## src/rtl/msb_trim_cal_pkg.sv

```systemverilog
package msb_trim_cal_pkg;

    typedef enum logic [1:0] {
        ST_IDLE   = 2'd0,
        ST_AWAIT  = 2'd1,
        ST_COMMIT = 2'd2
    } cal_state_t;

endpackage

```

## src/rtl/msb_trim_cal_ctrl.sv

```systemverilog
module msb_trim_cal_ctrl
    import msb_trim_cal_pkg::*;
#(
    parameter int N_ELEM = 15,
    parameter int SEL_W  = 4
) (
    input  logic             clk,
    input  logic             rst_n,
    input  logic             cal_run,
    input  logic             slot_stb,
    input  logic [SEL_W-1:0] slot_sel,
    input  logic             sign_vld,
    input  logic             sign_pos,
    output cal_state_t       state,
    output logic             apply_en,
    output logic [SEL_W-1:0] apply_sel,
    output logic             apply_up
);

    localparam logic [SEL_W:0] SEL_LIMIT = (SEL_W+1)'(N_ELEM);

    cal_state_t       state_nxt;
    logic [SEL_W-1:0] sel_q;
    logic             up_q;
    logic             sel_ok;

    assign sel_ok = ({1'b0, slot_sel} < SEL_LIMIT);

    always_comb begin
        state_nxt = state;
        unique case (state)
            ST_IDLE: begin
                if (cal_run && slot_stb && sel_ok)
                    state_nxt = ST_AWAIT;
            end
            ST_AWAIT: begin
                if (!cal_run)
                    state_nxt = ST_IDLE;
                else if (sign_vld)
                    state_nxt = ST_COMMIT;
            end
            ST_COMMIT: state_nxt = ST_IDLE;
            default:   state_nxt = ST_IDLE;
        endcase
    end

    always_ff @(posedge clk or negedge rst_n) begin
        if (!rst_n) begin
            state <= ST_IDLE;
            sel_q <= '0;
            up_q  <= 1'b0;
        end else begin
            state <= state_nxt;
            if (state == ST_IDLE && state_nxt == ST_AWAIT)
                sel_q <= slot_sel;
            if (state == ST_AWAIT && state_nxt == ST_COMMIT)
                up_q <= sign_pos;
        end
    end

    always_comb begin
        apply_en  = 1'b0;
        apply_sel = sel_q;
        apply_up  = up_q;
        unique case (state)
            ST_IDLE:   apply_en = 1'b0;
            ST_AWAIT:  apply_en = 1'b0;
            ST_COMMIT: apply_en = 1'b1;
            default:   apply_en = 1'b0;
        endcase
    end

endmodule

```

## src/rtl/msb_trim_cal_cell.sv

```systemverilog
module msb_trim_cal_cell #(
    parameter int CODE_W     = 8,
    parameter int THRESH     = 8,
    parameter int RESET_CODE = 128
) (
    input  logic              clk,
    input  logic              rst_n,
    input  logic              hit,
    input  logic              up,
    output logic [CODE_W-1:0] code
);

    localparam int ACC_W = $clog2(THRESH) + 2;
    localparam logic signed [ACC_W-1:0] ACC_HI = ACC_W'(THRESH - 1);
    localparam logic signed [ACC_W-1:0] ACC_LO = -ACC_HI;
    localparam logic [CODE_W-1:0] CODE_MAX = '1;
    localparam logic [CODE_W-1:0] CODE_MIN = '0;
    localparam logic [CODE_W-1:0] CODE_RST = CODE_W'(RESET_CODE);

    logic signed [ACC_W-1:0] acc;

    always_ff @(posedge clk or negedge rst_n) begin
        if (!rst_n) begin
            acc  <= '0;
            code <= CODE_RST;
        end else if (hit) begin
            if (up) begin
                if (acc == ACC_HI) begin
                    acc <= '0;
                    if (code != CODE_MAX)
                        code <= code + 1'b1;
                end else begin
                    acc <= acc + 1'b1;
                end
            end else begin
                if (acc == ACC_LO) begin
                    acc <= '0;
                    if (code != CODE_MIN)
                        code <= code - 1'b1;
                end else begin
                    acc <= acc - 1'b1;
                end
            end
        end
    end

endmodule

```

## src/rtl/msb_trim_cal.sv

```systemverilog
module msb_trim_cal
    import msb_trim_cal_pkg::*;
#(
    parameter int N_ELEM     = 15,
    parameter int CODE_W     = 8,
    parameter int THRESH     = 8,
    parameter int RESET_CODE = 128,
    parameter int SEL_W      = 4
) (
    input  logic                     clk,
    input  logic                     rst_n,
    input  logic                     cal_run,
    input  logic                     slot_stb,
    input  logic [SEL_W-1:0]         slot_sel,
    input  logic                     sign_vld,
    input  logic                     sign_pos,
    output logic [N_ELEM*CODE_W-1:0] trim_codes,
    input  logic [SEL_W-1:0]         rd_sel,
    output logic [CODE_W-1:0]        rd_code
);

    localparam logic [SEL_W:0] SEL_LIMIT = (SEL_W+1)'(N_ELEM);

    cal_state_t       state;
    logic             apply_en;
    logic [SEL_W-1:0] apply_sel;
    logic             apply_up;
    logic [CODE_W-1:0] codes [N_ELEM];

    msb_trim_cal_ctrl #(
        .N_ELEM (N_ELEM),
        .SEL_W  (SEL_W)
    ) u_ctrl (
        .clk       (clk),
        .rst_n     (rst_n),
        .cal_run   (cal_run),
        .slot_stb  (slot_stb),
        .slot_sel  (slot_sel),
        .sign_vld  (sign_vld),
        .sign_pos  (sign_pos),
        .state     (state),
        .apply_en  (apply_en),
        .apply_sel (apply_sel),
        .apply_up  (apply_up)
    );

    for (genvar gi = 0; gi < N_ELEM; gi++) begin : g_elem
        logic hit;
        assign hit = apply_en && (apply_sel == SEL_W'(gi));

        msb_trim_cal_cell #(
            .CODE_W     (CODE_W),
            .THRESH     (THRESH),
            .RESET_CODE (RESET_CODE)
        ) u_cell (
            .clk   (clk),
            .rst_n (rst_n),
            .hit   (hit),
            .up    (apply_up),
            .code  (codes[gi])
        );

        assign trim_codes[gi*CODE_W +: CODE_W] = codes[gi];
    end

    always_comb begin
        rd_code = '0;
        if ({1'b0, rd_sel} < SEL_LIMIT)
            rd_code = codes[rd_sel];
    end

endmodule

```

## config.mk

```make
export PLATFORM = sky130hd
export DESIGN_NAME = msb_trim_cal
export DESIGN_NICKNAME = d
export VERILOG_FILES = /design/src/rtl/msb_trim_cal_pkg.sv /design/src/rtl/msb_trim_cal_ctrl.sv /design/src/rtl/msb_trim_cal_cell.sv /design/src/rtl/msb_trim_cal.sv
export SDC_FILE = /design/constraint.sdc
export NUM_CORES = 1
export LEC_CHECK = 0
export CAP_MARGIN = 30
export CORE_ASPECT_RATIO = 1.4
export CORE_UTILIZATION = 60
export CTS_BUF_LIST = sky130_fd_sc_hd__clkbuf_4 sky130_fd_sc_hd__clkbuf_8
export CTS_CLUSTER_DIAMETER = 120
export DETAILED_ROUTE_END_ITERATION = 8
export GPL_ROUTABILITY_DRIVEN = 0
export PLACE_DENSITY = 0.83
export SETUP_SLACK_MARGIN = 0.5
export SKIP_CTS_REPAIR_TIMING = 1
export SLEW_MARGIN = 20
export SYNTH_ARGS = -nofsm -noshare
export SYNTH_HDL_FRONTEND = slang
export SYNTH_SLANG_ARGS = --single-unit
export TNS_END_PERCENT = 1
```

## constraint.sdc

```tcl
create_clock -name clk -period 11.6 [get_ports clk]
set_clock_uncertainty 0.15 [all_clocks]
set_input_delay 1.16 -clock clk [delete_from_list [all_inputs] [get_ports clk]]
set_output_delay 1.16 -clock clk [all_outputs]
set_load 0.05 [all_outputs]
```

## After elaboration in Yosys (flattened, before gate mapping)

Cells that the tools add are included.
Widths: inputs -> output; s select.

| cells by class | value |
|---|---|
| $add $sub $neg | 60 |
| $lt $le $gt $ge | 3 |
| equality and inequality tests | 93 |
| muxes and demuxes | 129 |
| bitwise gates (word level) | 1 |
| reduce and logical (&&, ||, !) cells | 81 |

Operators with widths:

| cell | count |
|---|---|
| $mux 8 | 78 |
| $mux 5 | 45 |
| $eq 5x4->1 const B | 30 |
| $add 8x1->8 const B | 15 |
| $ne 8x8->1 const B | 15 |
| $reduce_bool 8->1 | 15 |
| $sub 8x1->8 const B | 15 |
| $add 5x1->5 const B | 15 |
| $reduce_and 5->1 | 15 |
| $sub 5x1->5 const B | 15 |
| $ne 2x1->1 const B | 30 |
| $reduce_bool 2->1 | 30 |
| $bmux 8 s4 | 1 |
| $eq 4x4->1 const B | 7 |
| $logic_and 1x1->1 | 19 |
| $eq 4x3->1 const B | 4 |
| $eq 4x2->1 const B | 2 |
| $lt 4x4->1 const B | 2 |
| $mux 2 | 3 |
| $ge 5x5->1 const B | 1 |
| $not 4->5 | 1 |
| $eq 2x1->1 const B | 2 |
| $eq 2x2->1 const B | 2 |
| $eq 4x1->1 const B | 1 |
| 4 further kinds | 4 |

| word-level totals | value |
|---|---|
| register bits after elaboration | 202 |
| input bits | 14 |
| output and inout bits | 128 |
| logic and storage cells | 400 |

## Logic depth before layout (Yosys ltp)

Gate-level depths: netlist of the first run.

| depth | value |
|---|---|
| word-level depth | 6 |
| gate-level depth with buffers | 10 |
| depth with buffers taken out | 7 |

## Cells and area by module

A second synthesis of the first run with hierarchy kept.

| second synthesis, totals | value |
|---|---|
| cells, all modules | 1750 |
| area, all modules | 17123.9 sq um |

Modules (own cells, without submodules):

| module | instances | cells an instance | area each (sq um) | seq. area each (sq um) |
|---|---|---|---|---|
| msb_trim_cal_cell at g_elem[0].u_cell ... | 13 | 106 | 1047.3 | 326.6 |
| msb_trim_cal | 1 | 137 | 1189.9 | 0.0 |
| msb_trim_cal_cell at g_elem[9].u_cell | 1 | 107 | 1011.0 | 326.6 |
| msb_trim_cal_cell at g_elem[13].u_cell | 1 | 104 | 1003.5 | 326.6 |
| msb_trim_cal_ctrl | 1 | 24 | 305.3 | 175.2 |

## Worst setup path after synthesis of the first run

No wires, ideal clock.

| path | value |
|---|---|
| path type | register to register |
| from | register u_ctrl.up_q, in the netlist u_ctrl.apply_up |
| to | register g_elem[12].u_cell.code[6] |
| library setup time | 0.120 ns |
| arrival time | 5.428 ns |
| data required time | 11.330 ns |
| path slack | 5.902 ns |
| stages on the path, launching flop included | 11 |
| path buffers | 3 |
| clock period less this slack | 5.698 ns |
| path through | dfrtp_1 buf_2 inv_2 clkbuf_1 clkbuf_1 ha_1 nor2b_1 o31a_1 o21a_1 or3_1 a31o_2 |

| between the ends | value |
|---|---|
| longest elaborated chain between the ends | 2 |
| elaborated cells between the ends (all ways) | 6 |
| those cells by class | 2 x eq/ne; 1 x mux; 3 x reduce/logical |

Ends and longest elaborated chain:

| element | RTL line | source |
|---|---|---|
| start, declared | msb_trim_cal_ctrl.sv:24 | `logic up_q;` |
| start signal, assigned | msb_trim_cal_ctrl.sv:57 | `up_q <= sign_pos;` |
| $ne 2x1->1 (no source line) / $reduce_bool 2->1 (equally long branches) | n/a |  |
| $reduce_and 5->1 (no source line) | n/a |  |
| end signal, assigned | msb_trim_cal_cell.sv:31 | `code <= code + 1'b1;` |
| end signal, assigned | msb_trim_cal_cell.sv:39 | `code <= code - 1'b1;` |
| end, declared | msb_trim_cal_cell.sv:10 | `output logic [CODE_W-1:0] code` |

Several ways; a longest one is shown, not always the timed one.
A chain may end at the register's enable or synchronous reset.

## Worst setup path in the final report of the first run

| path | value |
|---|---|
| from | input rd_sel[0] |
| to | output rd_code[4] |

| between the ends | value |
|---|---|
| longest elaborated chain between the ends | 5 |
| elaborated cells between the ends (all ways) | 6 |
| those cells by class | 1 x order compare; 4 x mux; 1 x bitwise |

Ends and longest elaborated chain:

| element | RTL line | source |
|---|---|---|
| start, declared | msb_trim_cal.sv:18 | `input logic [SEL_W-1:0] rd_sel,` |
| $not 4->5 (not written as such) | msb_trim_cal.sv:69 | `rd_code = codes[rd_sel];` |
| $bmux 8 s4 | msb_trim_cal.sv:69 |  |
| $mux 8 (not written as such) (2 in a row) | msb_trim_cal.sv:69 |  |
| $mux 8 * | msb_trim_cal.sv:68 | `if ({1'b0, rd_sel} < SEL_LIMIT)` |
| end, declared | msb_trim_cal.sv:19 | `output logic [CODE_W-1:0] rd_code` |

Mark *: on every way between the ends. The rest lies on a longest branch, timed or not. The select of a mux whose other input is x is not followed.

==> impl_metrics.csv, run 1 <==
group,metric,value,unit
status,status,"complete, no violations",
sta,finalCritPeriodShare,44.9,%
floorplan,floorplan.initialDensity,61.1,%
synthesis,number_of_synthesized_flops_with_an_enable_pin,0,
floorplan,total_die_area,0.0281,mm²
synthesis,combinational_family_with_the_most_area_after_synthesis,"simple AND/OR/NAND/NOR gates",
global_route,grt_use_met3,6.67,%
synthesis,yosys.area_share.xor_xnor,6.07,%
synthesis,synth-main-ff-cell,"sky130_fd_sc_hd__dfrtp_1",
floorplan,die_x,142,µm
pwr,sequentialPowerShare,36.2,%
cells_and_area,nets,1998,
routing,detailed_route_vias_per_instance,6.58,
global_route,first_global_vias,14400,
synthesis,synth_top_cell_by_area,"sky130_fd_sc_hd__dfrtp_1",
sta,finalSetupTns,0,ns
global_route,grt_antenna_before_repair,1,
synthesis,synth_seq_area_share,30.8,%
cts,clock_path_buffers,3,
placed_design,place_hpwl,32500,µm
cells_and_area,area_overhead_vs_synth,14.1,%
global_route,globalRouteMet1Util,37.0,%
cts,ctsRootBufferMaster,"sky130_fd_sc_hd__clkbuf_8",
pwr,leakagePower,7.98,nW
worst_setup_path,r2r.worst_path.cells,8,
hold_path,hold_path_startpoint,"g_elem[0].u_cell.code[7]$_DFFE_PN1P_",
synthesis,synth.avg_cell_area,9.57,µm²
sta,setup_viol,0,
worst_setup_path,r2r-start,"u_ctrl.apply_up$_DFFE_PN0P_",
worst_setup_path,crit_path_from,"rd_sel[0]",
routing,num_vias,14600,
synthesis,synthesis_stage_register_bit_count,202,
routing,detail_route.iter0.violations,950,
floorplan,coreArea,0.0269,mm²
pwr,ir_worst_vdd,0.119,mV
pwr,power.density_cell_area,119,mW/mm²
global_route,busiest_layer,"met2",
global_route,overflow,0,
cts,insertion_delay,0.55,ns
global_route,met2_usage,55.9,%
cts,clock_tree.htree_level_count,2,
worst_setup_path,worst_setup_path_end_kind,"primary output",
global_route,grt_max_degree,82,
global_route,wire_length_of_the_first_global_routing_pass,72500,µm
sta,fmax,0.192,GHz
synthesis,multiplexer_share_of_the_synthesized_area,10.9,%
floorplan,placementRows,71,
hold_path,end_point_of_the_most_critical_hold_path,"g_elem[0].u_cell.code[7]$_DFFE_PN1P_",
routing,routed_length_per_instance,20.2,µm
synthesis,ys_async_sr_fraction,100,%
pwr,p_sw,0.822,mW
floorplan,die_height,198,µm
synthesis,synth_fa_ha_area_share,12.1,%
hold_path,cells_on_worst_hold_path,1,
worst_setup_path,crit_required,10.29,ns
routing,drc_errors,0,
sta,setup_repair_after_global_routing_missed_its_margin,"false",
cells_and_area,layout.cell_area.non_filler,0.0188,mm²
cells_and_area,layout_cell_share_with_drive_strength_beyond_1,12.5,%
cts,clock_tree_from_tritoncts,"yes",
sta,max-slew-margin-rel,34.5,%
cts,numCtsBuffers,35,
pwr,p_sw_share,36.9,%
synthesis,yosysMostFrequentCell,"sky130_fd_sc_hd__dfrtp_1",
sta,finalWorstPathRequiredPeriod,5.21,ns
pwr,cell_internal_pwr,1.40,mW
hold_path,worstHoldPathType,"reg -> reg",
routing,wire_length_after_detailed_routing,44800,µm
synthesis,unique_masters_post_synth,67,
synthesis,synth_area,0.0165,mm²
synthesis,synth_simple_gate_area_share,20.0,%
synthesis,yosysTopAreaCellShare,28.4,%
synthesis,syn-num-nets,1883,
cells_and_area,fillers,2012,
placed_design,io_buffers,141,
synthesis,yosys-top-cells-area,"sky130_fd_sc_hd__dfrtp_1, sky130_fd_sc_hd__ha_1, sky130_fd_sc_hd__mux2_2",
worst_setup_path,crit_type,"in -> out",
synthesis,synth-warning-count,0,
pwr,power_frac_comb,33.1,%
worst_setup_path,cp.arrival,3.90,ns
worst_setup_path,worst_setup_path_start_kind,"primary input",
synthesis,netlist_instances,1719,
sta,timing.final.max_slew_violations,0,
global_route,grt_use_total,32.5,%
floorplan,io-pin-count,142,
cts,clk_pin_slew,0.06,ns
pwr,power,2.23,mW
routing,first_pass_detailed_route_iteration_total,5,
cts,tritoncts_num_sinks,202,
sta,tightestPinTransition,0.982,ns
pwr,clock_power_share,30.7,%
sta,hold_viol_final,0,
worst_setup_path,worst-path-max-fanout,34,
routing,detail-route-antenna-nets,0,
run,max-cap-violations,0,
synthesis,synth_area_in_compound_gates,17.1,%
placed_design,post_dp_cell_area,0.0181,mm²
synthesis,synth_commonest_cells,"sky130_fd_sc_hd__dfrtp_1, sky130_fd_sc_hd__ha_1, sky130_fd_sc_hd__a21oi_1",
worst_setup_path,r2r_end,"g_elem[3].u_cell.code[7]$_DFFE_PN1P_",
worst_setup_path,register_to_register_setup_slack,7.54,ns
==> routing by layer <==
layer  wire (µm)  vias to the layer above
met4        2510                        0
met2       22200                      585
li1            -                     6720
met1       16900                     7132
met3        3300                      180
met5           0                        -
==> cells by family (layout without fill, tap and decap cells) <==
logic type	after synthesis	after routing
other cells	0	3
flops	202	202
buf+inv	122	258
simple gates	547	547
xor+xnor	114	114
mux	135	135
compound gates	449	449
fa+ha+maj	150	150
==> sequential cells by signal, indices dropped and copies added, names as in the netlist <==
| register | flops |
|---|---|
| u_ctrl.apply_up | 1 |
| g_elem.u_cell.acc | 75 |
| u_ctrl.apply_sel | 4 |
| u_ctrl.state | 2 |
| g_elem.u_cell.code | 120 |
==> layout make-up <==
type / count / area (µm²) / area share (%)
Sequential cell: 202 / 5080 / 27.0
Clock buffer: 56 / 696 / 3.70
Inverter: 54 / 205 / 1.09
Clock inverter: 2 / 10.0 / 0.0533
Tap cell: 365 / 457 / 2.43
Antenna cell: 3 / 7.51 / 0.0400
Timing Repair Buffer: 146 / 1440 / 7.68
Multi-Input combinational cell: 1395 / 10900 / 58.0
==> metrics by stage <==
step | hold WS (ns) | util [%] | std cells | setup slack, ns
2_1_floorplan | 0.322 | - | 1719 | 5.90
3_3_place_gp | 0.360 | 67.1 | 2162 | 6.60
3_5_place_dp | 0.364 | 67.1 | 2162 | 6.45
4_1_cts | 0.373 | 69.8 | 2220 | 6.43
5_1_grt | 0.386 | 69.8 | 2220 | 6.18
6_report | 0.372 | 69.8 | 2223 | 6.39
==> power by group through the flow <==
stage	clock network (mW)	registers [mW]	logic (mW)
6_report	0.683	0.807	0.738
4_1_cts	0.691	0.805	0.729
5_1_grt	0.718	0.814	0.819
2_1_floorplan	0	0.790	0.590
3_5_place_dp	0	0.817	0.725
3_3_place_gp	0	0.814	0.687
==> critical path, cell delays in order <==
cell	delay, ns
sky130_fd_sc_hd__buf_2	0.66
sky130_fd_sc_hd__nor2b_1	0.53
sky130_fd_sc_hd__nand2_1	0.14
sky130_fd_sc_hd__o211ai_1	0.12
sky130_fd_sc_hd__o21ai_0	0.19
sky130_fd_sc_hd__o22ai_1	0.25
sky130_fd_sc_hd__clkdlybuf4s50_1	0.83
==> how the worst max path moves through the flow <==
stage                                                       end  slack (ns)  depth (start not counted)
after floorplan           g_elem[12].u_cell.code[6]$_DFFE_PN0P_        5.90                         10
after global placement                               rd_code[4]        6.60                          7
after detailed placement                             rd_code[4]        6.45                          7
after CTS                                            rd_code[4]        6.43                          7
after global routing                                 rd_code[7]        6.18                          7
final                                                rd_code[4]        6.39                          7
==> placed cells by master (no fill, tap or decap), types with 23 or more instances in the layout <==
| master | instances |
|---|---|
| sky130_fd_sc_hd__a21oi_1 | 122 |
| sky130_fd_sc_hd__xor2_1 | 41 |
| sky130_fd_sc_hd__a211oi_1 | 28 |
| sky130_fd_sc_hd__ha_1 | 135 |
| sky130_fd_sc_hd__o211ai_1 | 54 |
| sky130_fd_sc_hd__o21ai_0 | 121 |
| sky130_fd_sc_hd__clkbuf_8 | 45 |
| sky130_fd_sc_hd__nor3b_1 | 23 |
| sky130_fd_sc_hd__mux2i_1 | 27 |
| sky130_fd_sc_hd__mux4_2 | 27 |
| sky130_fd_sc_hd__nor3_1 | 52 |
| sky130_fd_sc_hd__nor2b_1 | 34 |
| sky130_fd_sc_hd__nor4_1 | 28 |
| sky130_fd_sc_hd__clkdlybuf4s50_1 | 138 |
| sky130_fd_sc_hd__a21o_1 | 35 |
| sky130_fd_sc_hd__xnor2_1 | 73 |
| sky130_fd_sc_hd__nor2_1 | 69 |
| sky130_fd_sc_hd__inv_1 | 53 |
| sky130_fd_sc_hd__mux2_2 | 81 |
| sky130_fd_sc_hd__nand2_1 | 119 |
| sky130_fd_sc_hd__nand3_1 | 61 |
| sky130_fd_sc_hd__dfrtp_1 | 186 |
No activity file was read; power rests on OpenSTA's default activity.
==> inputs of run 2 (changes only) <==
- CORE_UTILIZATION: 60 -> 55
- PLACE_DENSITY: 0.83 -> 0.8
- clock period: 11.6 -> 4.5 ns (I/O delays scaled with it)
==> impl_metrics.csv, run 2 (synthesized netlist as in run 1, its figures left out) <==
group,metric,value,unit
worst_setup_path,cp.arrival,3.04,ns
floorplan,die_x,148,µm
global_route,wire_length_of_the_first_global_routing_pass,72500,µm
cells_and_area,fillers,2350,
worst_setup_path,worst-path-max-fanout,34,
sta,worst_slack,0.859,ns
pwr,leakagePower,8.05,nW
cells_and_area,most_frequent_cells_in_the_layout,"sky130_fd_sc_hd__dfrtp_1, sky130_fd_sc_hd__clkdlybuf4s50_1, sky130_fd_sc_hd__ha_1",
cells_and_area,layout.cell_area.non_filler,0.0189,mm²
sta,hold_viol_final,0,
worst_setup_path,crit_required,3.90,ns
placed_design,dp_slack,0.862,ns
sta,max-slew-margin-rel,42.4,%
global_route,grt_max_degree,117,
sta,timing.final.max_slew_violations,0,
routing,num_vias,14500,
global_route,overflow,0,
floorplan,io-pin-count,142,
cells_and_area,regMostFlops,"g_elem.u_cell.code",
floorplan,coreArea,0.0293,mm²
global_route,grt_antenna_before_repair,0,
sta,finalHoldWorstSlack,0.218,ns
worst_setup_path,crit_type,"in -> out",
global_route,first_global_vias,14300,
sta,finalWorstPathRequiredPeriod,3.64,ns
placed_design,place_hpwl,32600,µm
routing,detailed_route_vias_per_instance,6.46,
floorplan,placementRows,74,
sta,fmax,0.275,GHz
sta,tightestPinTransition,0.864,ns
routing,first_pass_detailed_route_iteration_total,5,
routing,drc_errors,0,
placed_design,placed_cells_incl_taps,2183,
sta,finalCritPeriodShare,80.9,%
floorplan,total_die_area,0.0306,mm²
worst_setup_path,worst_setup_path_end_kind,"primary output",
cts,clk_pin_slew,0.06,ns
cts,clock_path_buffers,3,
cells_and_area,diodes,0,
cts,numCtsBuffers,36,
floorplan,floorplan.initialDensity,56.2,%
worst_setup_path,worst_setup_path_start_kind,"primary input",
cells_and_area,nets,2007,
routing,detail_route.iter0.violations,800,
placed_design,post_dp_cell_area,0.0181,mm²
cells_and_area,largest_register_ff_count,120,
cells_and_area,layout_commonest_cell,"sky130_fd_sc_hd__dfrtp_1",
run,max-cap-violations,0,
status,status,"complete, no violations",
cts,tritoncts_num_sinks,202,
pwr,power.density_cell_area,307,mW/mm²
routing,routed_length_per_instance,19.9,µm
cts,clock_tree_from_tritoncts,"yes",
routing,wire_length_after_detailed_routing,44700,µm
floorplan,die_height,207,µm
cells_and_area,area_overhead_vs_synth,15.0,%
sta,setup_viol,0,
pwr,ir_worst_vdd,0.249,mV
cts,insertion_delay,0.56,ns
cts,clock_tree.htree_level_count,2,
routing,detail-route-antenna-nets,0,
cells_and_area,final-instance-count-excl-fill,2249,
cells_and_area,layout_cell_share_with_drive_strength_beyond_1,13.1,%
hold_path,worstHoldPathType,"in -> async",
placed_design,io_buffers,141,
cts,ctsRootBufferMaster,"sky130_fd_sc_hd__clkbuf_8",
sta,setup_repair_after_global_routing_missed_its_margin,"false",
global_route,grt_use_total,29.8,%
sta,finalSetupTns,0,ns
==> run 2: final timing paths <==
kind                                                           start                              endpoint  slack, ns  depth (start not counted)
worst max-delay path                                       rd_sel[0]                            rd_code[2]       0.86                          7
worst min-delay path                                           rst_n   g_elem[7].u_cell.acc[1]$_DFFE_PN0P_       0.22                          2
worst max register to register           u_ctrl.apply_up$_DFFE_PN0P_  g_elem[2].u_cell.code[7]$_DFFE_PN1P_       1.35                          8
worst min register to register  g_elem[0].u_cell.code[7]$_DFFE_PN1P_  g_elem[0].u_cell.code[7]$_DFFE_PN1P_       0.38                          1
max in group asynchronous                                      rst_n  g_elem[8].u_cell.code[7]$_DFFE_PN1P_       2.81                          4
min in group clk                                            sign_pos           u_ctrl.apply_up$_DFFE_PN0P_       0.33                          3
==> run 2: worst max-delay path, stage by stage <==
cell and delay, ns:
sky130_fd_sc_hd__buf_2 0.64, sky130_fd_sc_hd__nor2b_1 0.55, sky130_fd_sc_hd__nand2_1 0.11, sky130_fd_sc_hd__o211ai_1 0.10
sky130_fd_sc_hd__o21ai_0 0.14, sky130_fd_sc_hd__o22ai_1 0.21, sky130_fd_sc_hd__clkdlybuf4s50_1 0.84
==> run 2: metrics by stage <==
stage,utilization [%],power [mW]
3_5_place_dp,62.0,4.00
5_1_grt,64.7,6.16
3_3_place_gp,62.0,3.89
6_report,64.7,5.81
4_1_cts,64.5,5.82
2_1_floorplan,-,3.56
==> run 2: layout make-up <==
| cell class | instances | area [µm²] | area share [%] |
|---|---|---|---|
| multi-input cells | 1395 | 10900 | 57.5 |
| well taps | 380 | 475 | 2.51 |
| repair buffers | 154 | 1540 | 8.13 |
| clock inverters | 5 | 25.0 | 0.132 |
| flip-flops and latches | 202 | 5080 | 26.8 |
| inverters | 54 | 205 | 1.08 |
| clock buffers | 59 | 712 | 3.76 |
==> run 2: routing by layer <==
layer | track usage [%] | part of all wire (%)
met1 | 33.8 | 38
met2 | 50.7 | 49
met3 | 5.96 | 6.5
met4 | 20.1 | 6.3
met5 | 0 | 0
==> run 2: report_power, final <==
| part | switching (mW) | total [mW] | internal [mW] |
|---|---|---|---|
| registers | 0.146 | 2.05 | 1.90 |
| clock network | 0.810 | 1.81 | 0.997 |
| logic | 1.18 | 1.95 | 0.773 |
==> inputs of run 3 (changes only) <==
- CORE_UTILIZATION: 55 -> 60
- PLACE_DENSITY: 0.8 -> 0.83
- clock period: 4.5 -> 3.7 ns (I/O delays scaled with it)
==> impl_metrics.csv, run 3 (synthesized netlist as in run 1, its figures left out) <==
group,metric,value,unit
worst_setup_path,cp.arrival,2.81,ns
routing,detail-route-antenna-nets,0,
floorplan,floorplan.initialDensity,61.1,%
routing,first_pass_detailed_route_iteration_total,5,
cells_and_area,layout_commonest_cell,"sky130_fd_sc_hd__dfrtp_1",
worst_setup_path,worst-path-max-fanout,7,
placed_design,placed_cells_incl_taps,2175,
floorplan,coreArea,0.0269,mm²
cts,clock_tree.htree_level_count,2,
floorplan,die_x,142,µm
pwr,power.density_cell_area,379,mW/mm²
placed_design,place_hpwl,31000,µm
global_route,grt_max_degree,146,
cells_and_area,area_overhead_vs_synth,15.5,%
worst_setup_path,crit_slowest_cell,"sky130_fd_sc_hd__clkdlybuf4s50_1",
worst_setup_path,crit_required,3.18,ns
routing,routed_length_per_instance,19.4,µm
worst_setup_path,crit_type,"reg -> out",
placed_design,io_buffers,141,
run,max-cap-violations,0,
cts,ctsRootBufferMaster,"sky130_fd_sc_hd__clkbuf_8",
cells_and_area,layout_cell_share_with_drive_strength_beyond_1,13.6,%
cts,clock_tree_from_tritoncts,"yes",
sta,tightestPinTransition,0.777,ns
worst_setup_path,worst_setup_path_start_kind,"flop",
worst_setup_path,register_to_register_setup_slack,0.78,ns
status,status,"complete, no violations",
pwr,ir_worst_vdd,0.503,mV
cells_and_area,most_frequent_cells_in_the_layout,"sky130_fd_sc_hd__dfrtp_1, sky130_fd_sc_hd__ha_1, sky130_fd_sc_hd__clkdlybuf4s50_1",
placed_design,post_dp_cell_area,0.0182,mm²
routing,detail_route.iter0.violations,890,
cells_and_area,layout.cell_area.non_filler,0.0190,mm²
worst_setup_path,critPathMaxStageDelay,0.73,ns
routing,drc_errors,0,
sta,worst_slack,0.372,ns
worst_setup_path,path_common_cell,"sky130_fd_sc_hd__mux4_2",
pwr,leakagePower,8.13,nW
cells_and_area,nets,2014,
sta,finalHoldWorstSlack,0.259,ns
floorplan,die_height,198,µm
cells_and_area,final-instance-count-excl-fill,2241,
cts,insertion_delay,0.57,ns
sta,setup_viol,0,
sta,fmax,0.300,GHz
cts,tritoncts_num_sinks,202,
global_route,overflow,0,
cts,clock_path_buffers,3,
cells_and_area,largest_register_ff_count,120,
sta,setup_repair_after_global_routing_missed_its_margin,"true",
cts,clk_pin_slew,0.05,ns
floorplan,placementRows,71,
cts,numCtsBuffers,37,
floorplan,total_die_area,0.0281,mm²
worst_setup_path,r2r.worst_path.cells,8,
global_route,grt_use_total,31.6,%
hold_path,cells_on_worst_hold_path,3,
global_route,wire_length_of_the_first_global_routing_pass,70900,µm
sta,hold_viol_final,0,
placed_design,dp_slack,0.440,ns
cells_and_area,finalCoreUtilization,70.6,%
hold_path,end_point_of_the_most_critical_hold_path,"u_ctrl.apply_up$_DFFE_PN0P_",
hold_path,hold_path_startpoint,"sign_pos",
worst_setup_path,r2r_end,"g_elem[8].u_cell.code[7]$_DFFE_PN1P_",
floorplan,io-pin-count,142,
sta,finalSetupTns,0,ns
routing,wire_length_after_detailed_routing,43500,µm
routing,detailed_route_vias_per_instance,6.52,
sta,finalCritPeriodShare,90.0,%
global_route,grt_antenna_before_repair,1,
pwr,power,7.20,mW
worst_setup_path,crit_chain,"mux4_2, mux4_2, clkdlybuf4s50_1",
hold_path,worstHoldPathType,"in -> reg",
sta,timing.final.max_slew_violations,0,
sta,finalWorstPathRequiredPeriod,3.33,ns
routing,num_vias,14600,
global_route,first_global_vias,14400,
worst_setup_path,worst_setup_path_end_kind,"primary output",
sta,max-slew-margin-rel,48.2,%
worst_setup_path,r2r-start,"u_ctrl.apply_up$_DFFE_PN0P_",
cells_and_area,regMostFlops,"g_elem.u_cell.code",
[run 3: changes by cell type in the layout (fill, tap and decap cells not counted), moves of 3 or more]
cell	delta
sky130_fd_sc_hd__buf_12	+3
sky130_fd_sc_hd__buf_4	+9
sky130_fd_sc_hd__clkbuf_8	+6
sky130_fd_sc_hd__clkdlybuf4s50_1	-6
sky130_fd_sc_hd__clkinv_2	-5
[run 3: layout make-up]
| type | instances | area (µm²) |
|---|---|---|
| multi-input combinational | 1395 | 10900 |
| antenna | 1 | 2.50 |
| inverter | 54 | 205 |
| tap | 365 | 457 |
| clock inverter | 1 | 7.51 |
| sequential | 202 | 5080 |
| clock buffer | 63 | 779 |
| fill | 2012 | 7910 |
| timing repair buffer | 160 | 1590 |
[run 3: worst max-delay path: cells and delay by family (launching register included)]
family | cells | cell delay [ns]
DFF | 1 | 0.49
muxes | 2 | 1.03
buffers and inverters | 1 | 0.73
[run 3: metal layers]
layer / track usage (%) / vias to the layer above / part of all wire (%)
li1: - / 6764 / -
met1: 37.2 / 7105 / 39
met2: 54.9 / 560 / 50
met3: 5.03 / 180 / 6.9
met4: 17.0 / 0 / 4.9
met5: 0 / - / 0
[run 3: how the worst max path moves through the flow]
stage	start	end	slack, ns
after global routing	g_elem[11].u_cell.code[1]$_DFFE_PN0P_	rd_code[1]	0.33
after detailed placement	rd_sel[0]	rd_code[0]	0.44
final	g_elem[10].u_cell.code[1]$_DFFE_PN0P_	rd_code[1]	0.37
after floorplan	u_ctrl.apply_up$_DFFE_PN0P_	g_elem[12].u_cell.code[6]$_DFFE_PN0P_	0.57
after CTS	g_elem[6].u_cell.code[0]$_DFFE_PN0P_	rd_code[0]	0.35
after global placement	rd_sel[0]	rd_code[0]	0.52
[run 3: where the power goes]
group | leakage [nW] | switching, mW | internal (mW)
sequential | 2.59 | 0.177 | 2.32
combinational | 5.13 | 1.44 | 0.964
clock | 0.417 | 0.991 | 1.32
